==> src/rtl/lcd_scan_pkg.sv <==
package lcd_scan_pkg;

   // Width of an index able to address n items, never below one bit.
   function automatic int unsigned idx_w(input int unsigned n);
      return (n <= 1) ? 1 : $clog2(n);
   endfunction

endpackage

==> src/rtl/lcd_pin_sync.sv <==
module lcd_pin_sync #(
   parameter int unsigned W      = 3,
   parameter int unsigned STAGES = 2
) (
   input  logic         clk,
   input  logic         rst,
   input  logic [W-1:0] d,
   output logic [W-1:0] q
);
   logic [W-1:0] chain [STAGES];

   always_ff @(posedge clk) begin
      if (rst) begin
         for (int i = 0; i < int'(STAGES); i++) chain[i] <= '0;
      end else begin
         chain[0] <= d;
         for (int i = 1; i < int'(STAGES); i++) chain[i] <= chain[i-1];
      end
   end

   assign q = chain[STAGES-1];
endmodule

==> src/rtl/lcd_cl_source.sv <==
module lcd_cl_source #(
   parameter int unsigned CL_DIV      = 16,
   parameter int unsigned SYNC_STAGES = 2
) (
   input  logic clk,
   input  logic rst,
   input  logic slave_mode,
   input  logic disp_off_req,
   input  logic cl_i,
   input  logic fr_i,
   input  logic doff_i,
   output logic cl_o,
   output logic cl_en,
   output logic fr_edge,
   output logic fr_ext,
   output logic doff_eff
);
   localparam int unsigned CNT_W = lcd_scan_pkg::idx_w(CL_DIV);
   localparam logic [CNT_W-1:0] CNT_LAST = CNT_W'(CL_DIV - 1);
   localparam logic [CNT_W-1:0] CNT_HALF = CNT_W'(CL_DIV / 2);

   logic [CNT_W-1:0] div_cnt;
   logic             cl_s, fr_s, doff_s;
   logic             cl_prev, fr_prev;
   logic             master_tick, slave_tick;

   // Master divider, parked at zero while in slave mode.
   always_ff @(posedge clk) begin
      if (rst || slave_mode)      div_cnt <= '0;
      else if (div_cnt == CNT_LAST) div_cnt <= '0;
      else                          div_cnt <= div_cnt + 1'b1;
   end

   assign cl_o        = (div_cnt >= CNT_HALF);
   assign master_tick = !slave_mode && (div_cnt == CNT_LAST);

   // Slave pins: synchronise, then detect edges.
   lcd_pin_sync #(.W(3), .STAGES(SYNC_STAGES)) u_sync (
      .clk (clk),
      .rst (rst),
      .d   ({cl_i, fr_i, doff_i}),
      .q   ({cl_s, fr_s, doff_s})
   );

   always_ff @(posedge clk) begin
      if (rst) begin
         cl_prev <= 1'b0;
         fr_prev <= 1'b0;
      end else begin
         cl_prev <= cl_s;
         fr_prev <= fr_s;
      end
   end

   assign slave_tick = slave_mode && cl_prev && !cl_s;
   assign fr_edge    = slave_mode && (fr_prev != fr_s);
   assign fr_ext     = fr_s;
   assign cl_en      = master_tick || slave_tick;
   assign doff_eff   = slave_mode ? doff_s : disp_off_req;
endmodule

==> src/rtl/lcd_frame_seq.sv <==
module lcd_frame_seq #(
   parameter int unsigned ROWS = 33,
   localparam int unsigned ROW_W = lcd_scan_pkg::idx_w(ROWS)
) (
   input  logic             clk,
   input  logic             rst,
   input  logic             slave_mode,
   input  logic             cl_en,
   input  logic             fr_edge,
   input  logic             fr_ext,
   output logic [ROW_W-1:0] row_addr,
   output logic             fr,
   output logic             dyo
);
   localparam logic [ROW_W-1:0] ROW_LAST = ROW_W'(ROWS - 1);

   logic [ROW_W-1:0] row_q;
   logic             fr_q;
   logic             at_last;

   assign at_last = (row_q == ROW_LAST);

   always_ff @(posedge clk) begin
      if (rst)          row_q <= '0;
      else if (fr_edge) row_q <= '0;
      else if (cl_en)   row_q <= at_last ? '0 : row_q + 1'b1;
   end

   always_ff @(posedge clk) begin
      if (rst)                                 fr_q <= 1'b0;
      else if (cl_en && at_last && !slave_mode) fr_q <= ~fr_q;
   end

   assign row_addr = row_q;
   assign fr       = slave_mode ? fr_ext : fr_q;
   assign dyo      = !slave_mode && at_last;
endmodule

==> src/rtl/lcd_seg_latch.sv <==
module lcd_seg_latch #(
   parameter int unsigned COLS = 100
) (
   input  logic            clk,
   input  logic            rst,
   input  logic            cl_en,
   input  logic            blank,
   input  logic [COLS-1:0] row_data,
   output logic [COLS-1:0] seg
);
   logic [COLS-1:0] seg_q;

   always_ff @(posedge clk) begin
      if (rst)        seg_q <= '0;
      else if (cl_en) seg_q <= row_data;
   end

   assign seg = blank ? '0 : seg_q;
endmodule

==> src/rtl/lcd_scan_timer.sv <==
module lcd_scan_timer #(
   parameter int unsigned ROWS        = 33,
   parameter int unsigned COLS        = 100,
   parameter int unsigned CL_DIV      = 16,
   parameter int unsigned SYNC_STAGES = 2,
   localparam int unsigned ROW_W = lcd_scan_pkg::idx_w(ROWS)
) (
   input  logic             clk,
   input  logic             rst,
   input  logic             slave_mode,
   input  logic             disp_off_req,
   input  logic             cl_i,
   input  logic             fr_i,
   input  logic             doff_i,
   input  logic [COLS-1:0]  ram_row,
   output logic             cl_o,
   output logic             fr_o,
   output logic             doff_o,
   output logic             pin_oe,
   output logic             dyo_o,
   output logic             dyo_oe,
   output logic [ROW_W-1:0] row_addr,
   output logic [COLS-1:0]  seg_o
);
   generate
      if (CL_DIV < 2 || (CL_DIV % 2) != 0) begin : g_bad_div
         $error("CL_DIV must be even and at least 2");
      end
      if (ROWS < 2) begin : g_bad_rows
         $error("ROWS must be at least 2");
      end
      if (SYNC_STAGES < 2) begin : g_bad_sync
         $error("SYNC_STAGES must be at least 2");
      end
   endgenerate

   logic cl_en, fr_edge, fr_ext, doff_eff;

   lcd_cl_source #(.CL_DIV(CL_DIV), .SYNC_STAGES(SYNC_STAGES)) u_src (
      .clk          (clk),
      .rst          (rst),
      .slave_mode   (slave_mode),
      .disp_off_req (disp_off_req),
      .cl_i         (cl_i),
      .fr_i         (fr_i),
      .doff_i       (doff_i),
      .cl_o         (cl_o),
      .cl_en        (cl_en),
      .fr_edge      (fr_edge),
      .fr_ext       (fr_ext),
      .doff_eff     (doff_eff)
   );

   lcd_frame_seq #(.ROWS(ROWS)) u_seq (
      .clk        (clk),
      .rst        (rst),
      .slave_mode (slave_mode),
      .cl_en      (cl_en),
      .fr_edge    (fr_edge),
      .fr_ext     (fr_ext),
      .row_addr   (row_addr),
      .fr         (fr_o),
      .dyo        (dyo_o)
   );

   lcd_seg_latch #(.COLS(COLS)) u_seg (
      .clk      (clk),
      .rst      (rst),
      .cl_en    (cl_en),
      .blank    (doff_eff),
      .row_data (ram_row),
      .seg      (seg_o)
   );

   assign pin_oe = !slave_mode;
   assign dyo_oe = !slave_mode;
   assign doff_o = disp_off_req;
endmodule

==> config.mk <==
export PLATFORM = sky130hd
export DESIGN_NAME = lcd_scan_timer
export DESIGN_NICKNAME = d
export VERILOG_FILES = /design/src/rtl/lcd_scan_pkg.sv /design/src/rtl/lcd_pin_sync.sv /design/src/rtl/lcd_cl_source.sv /design/src/rtl/lcd_frame_seq.sv /design/src/rtl/lcd_seg_latch.sv /design/src/rtl/lcd_scan_timer.sv
export SDC_FILE = /design/constraint.sdc
export NUM_CORES = 1
export LEC_CHECK = 0
export CORE_AREA = 5 5 116 118
export DETAILED_ROUTE_END_ITERATION = 12
export DIE_AREA = 0 0 121 123
export PLACE_DENSITY_LB_ADDON = 0.2
export SETUP_SLACK_MARGIN = 0.1
export SKIP_LAST_GASP = 1
export SLEW_MARGIN = 15
export SYNTH_ARGS = -nofsm -noshare
export SYNTH_HDL_FRONTEND = slang
export SYNTH_HIERARCHICAL = 1
export SYNTH_SLANG_ARGS = --single-unit
==> constraint.sdc <==
create_clock -name clk -period 2.7 [get_ports clk]
set_clock_uncertainty 0.15 [all_clocks]
set_input_delay 0.405 -clock clk [delete_from_list [all_inputs] [get_ports clk]]
set_output_delay 0.405 -clock clk [all_outputs]
set_load 0.02 [all_outputs]
==> flow_metrics.py <==
metrics = {
    "timing": {
        "slew_viol_final": 0,
        "slew_headroom_pct": 44.35,
        "hold_violations": 0,
        "setup-violations-final": 0,
        "max_freq_mhz": 393.0,
        "worst_slew_pin_slew_ns": 0.8347,
        "setup_ws_ns": 0.1551,
        "final.setup.tns_ns": 0,
        "layout_min_cycle_time_ns": 2.545,
        "final.period_utilization_pct": 94.25,
        "grt_setup_unrepaired": "true",
    },
    "placement": {
        "dp.final_hpwl_mm": 9.557,
        "dp.cells": 881,
        "gp_congestion": 0.7472,
        "io_buffers": 218,
        "dpl_worst_slack_ns": -0.2038,
    },
    "synth": {
        "syn_area_um2": 5166,
        "synth_area_leaders": "dfxtp_1, mux2i_1, nor2_1",
        "synthArstFlopShare_pct": 0,
        "yosys_warnings": 6,
        "yosysMostFrequentCell": "dfxtp_1",
        "synth-compound-area-share_pct": 1.138,
        "synth_commonest_cells": "dfxtp_1, nor2_1, mux2i_1",
        "ys_types": 37,
        "synthMuxAreaShare_pct": 20.00,
        "synth_seq_cells": 119,
        "synth_top_cell_area_share_pct": 46.11,
        "synth_top_area_cell": "dfxtp_1",
        "synth_top_flop_cell": "dfxtp_1",
        "synth_edf_count": 0,
        "synth-simple-area-share_pct": 24.44,
        "synthesis.nets": 635,
        "synth_adder_area_share_pct": 0.9688,
        "synth_top_family_by_area": "simple AND/OR/NAND/NOR gates",
        "avgSynthCellArea_um2": 9.859,
        "synth_cells": 524,
        "yosysSeqAreaShare_pct": 46.11,
        "synth_xor_area_share_pct": 0.8477,
    },
    "setup_path": {
        "crit_slowest_cell": "clkdlybuf4s50_1",
        "critPathTopFamily": "buffers and inverters",
        "crit_path_start_kind": "input port",
        "cp_max_fo": 49,
        "crit_type": "in2out",
        "cp_cell_sequence": "clkdlybuf4s50_1, mux2_4, buf_12, and2b_1, clkdlybuf4s15_1",
        "cp-end-kind": "output port",
        "crit_path_max_incr_delay_ns": 0.51,
        "crit_arrival_ns": 1.99,
        "worst_ep_required_time_ns": 2.14,
        "critPathBufInv": 3,
    },
    "run_status": {
        "status": "completed",
    },
    "min_path": {
        "holdCritPathClass": "reg2reg",
    },
    "clocking": {
        "cts_sinks": 119,
        "clock_latency_ns": 0.41,
        "cts_tree": "built",
        "cts_root_buf": "clkbuf_16",
        "cts_buffer_depth": 2,
        "cts_hold_buffers": 0,
        "htree_levels": 4,
        "clkTransAtPathRegs_ns": 0.05,
        "numCtsBuffers": 17,
    },
    "grt": {
        "grt_usage_pct": 18.28,
        "grt_max_degree": 82,
        "grt_pass1_wl_mm": 21.49,
        "antenna_found_initial": 0,
        "grt_pass1_vias": 4424,
        "gr-total-overflow": 0,
    },
    "finish": {
        "final_cells": 912,
        "nNetsFinal": 839,
        "fin_util_pct": 61.42,
        "areaGrowthSynthToFinish_pct": 46.98,
        "antenna-diode-count": 0,
        "layout-drive-gt1-share_pct": 14.73,
    },
    "detailed_routing": {
        "drtIter0Drc": 157,
        "drtPass1Iterations": 4,
        "route.vias.total": 4193,
        "drcViolationCount": 0,
        "wl_per_cell_um": 14.72,
        "wl_mm": 13.42,
        "ant_nets": 0,
        "viasPerCell": 4.598,
    },
    "power_and_ir_drop": {
        "leakage_nw": 3.232,
        "p_comb_share_pct": 8.5,
        "p_total_mw": 4.154,
        "power.internal_mw": 3.279,
        "vdd_ir_drop_max_mv": 0.4129,
        "power_density_nw_per_um2": 547.1,
        "seq_power_share_pct": 43.2,
        "clkPwrFrac_pct": 48.2,
        "switching_share_pct": 21.08,
        "p_sw_mw": 0.8756,
    },
    "die": {
        "start_util_pct": 41.79,
        "row_count": 41,
        "coreArea_um2": 12360,
        "io_pins": 219,
        "dieArea_um2": 14880,
        "die_x_um": 121,
        "die-height_um": 123,
    },
    "job": {
        "cap_violations": 0,
    },
}
[layout make-up]
type                       count  area (µm²)
clock buffer                  28       516.7
clock inverter                 3       15.01
fill                        1055        4770
inverter                       6       22.52
multi-input combinational    357        2466
sequential                   119        2382
tap                          172       215.2
timing repair buffer         227        1976
[per-layer routing]
metal	vias up	share of wire (%)	global-route usage, %
met5	-	0	0
li1	2094	-	-
met2	160	49	30.88
met4	0	2.6	8.569
met1	1912	41	20.54
met3	27	7.8	6.770
[cells in the final DEF (no fill, tap or decap), types with 13 or more instances in the layout]
master / netlist / layout
clkbuf_16: 0 / 17
clkdlybuf4s15_1: 0 / 13
clkbuf_2: 2 / 63
and2b_1: 50 / 50
dfxtp_1: 119 / 119
mux2i_1: 101 / 101
clkdlybuf4s50_1: 0 / 115
dlygate4sd2_1: 0 / 21
nor2_1: 107 / 107
nor2b_1: 58 / 58
[path summary, 6_finish.rpt]
path | from | endpoint | slack (ns) | depth (start not counted)
worst min register to register | u_src/u_sync/chain[0][0]$_SDFF_PP0_ | u_src/u_sync/chain[0][3]$_SDFF_PP0_ | 0.30 | 1
worst max register to register | u_src/div_cnt[0]$_SDFF_PP0_ | u_seg/seg_q[40]$_SDFFE_PP0P_ | 0.57 | 7
worst max-delay path | slave_mode | seg_o[31] | 0.16 | 5
worst min-delay path | u_src/u_sync/chain[0][0]$_SDFF_PP0_ | u_src/u_sync/chain[0][3]$_SDFF_PP0_ | 0.30 | 1
[kinds of logic (layout without fill, tap and decap cells)]
logic type	after synthesis	after routing
buffers and inverters	48	264
AOI/OAI and AO/OA	9	9
and+or+nand+nor	236	236
adders and majority gates	4	4
DFF	119	119
xor gates and xnor gates	5	5
muxes	103	103
[registers in the layout (all words and copies together), names as in the netlist]
name and flops:
u_seq/fr_q 1, u_seq/row_addr 6, u_src/cl_prev 1, u_src/fr_prev 1, u_src/div_cnt 4, u_src/u_sync/chain 6, u_seg/seg_q 100
[power by group through the flow]
stage          combinational (mW)  clock (mW)  sequential, mW
2_1_floorplan               0.155           0            1.83
3_3_place_gp                0.361           0            1.83
3_5_place_dp                0.367           0            1.83
4_1_cts                     0.361        2.06            1.80
5_1_grt                     0.383        2.14            1.80
6_report                    0.354        2.00            1.80
[through the flow]
stage | hold WS [ns] | cell area, µm²
6_report | 0.2984 | 7594
2_1_floorplan | 0.2638 | 5166
3_3_place_gp | 0.2697 | 7392
4_1_cts | 0.3039 | 7848
3_5_place_dp | 0.2970 | 7392
5_1_grt | 0.3159 | 7594
[repair_timing]
action	in CTS	in global routing
resized for setup	141	109
buffers inserted	0	0
setup endpoints to repair	101	82
Note: power is estimated with default switching activity, not from simulation.
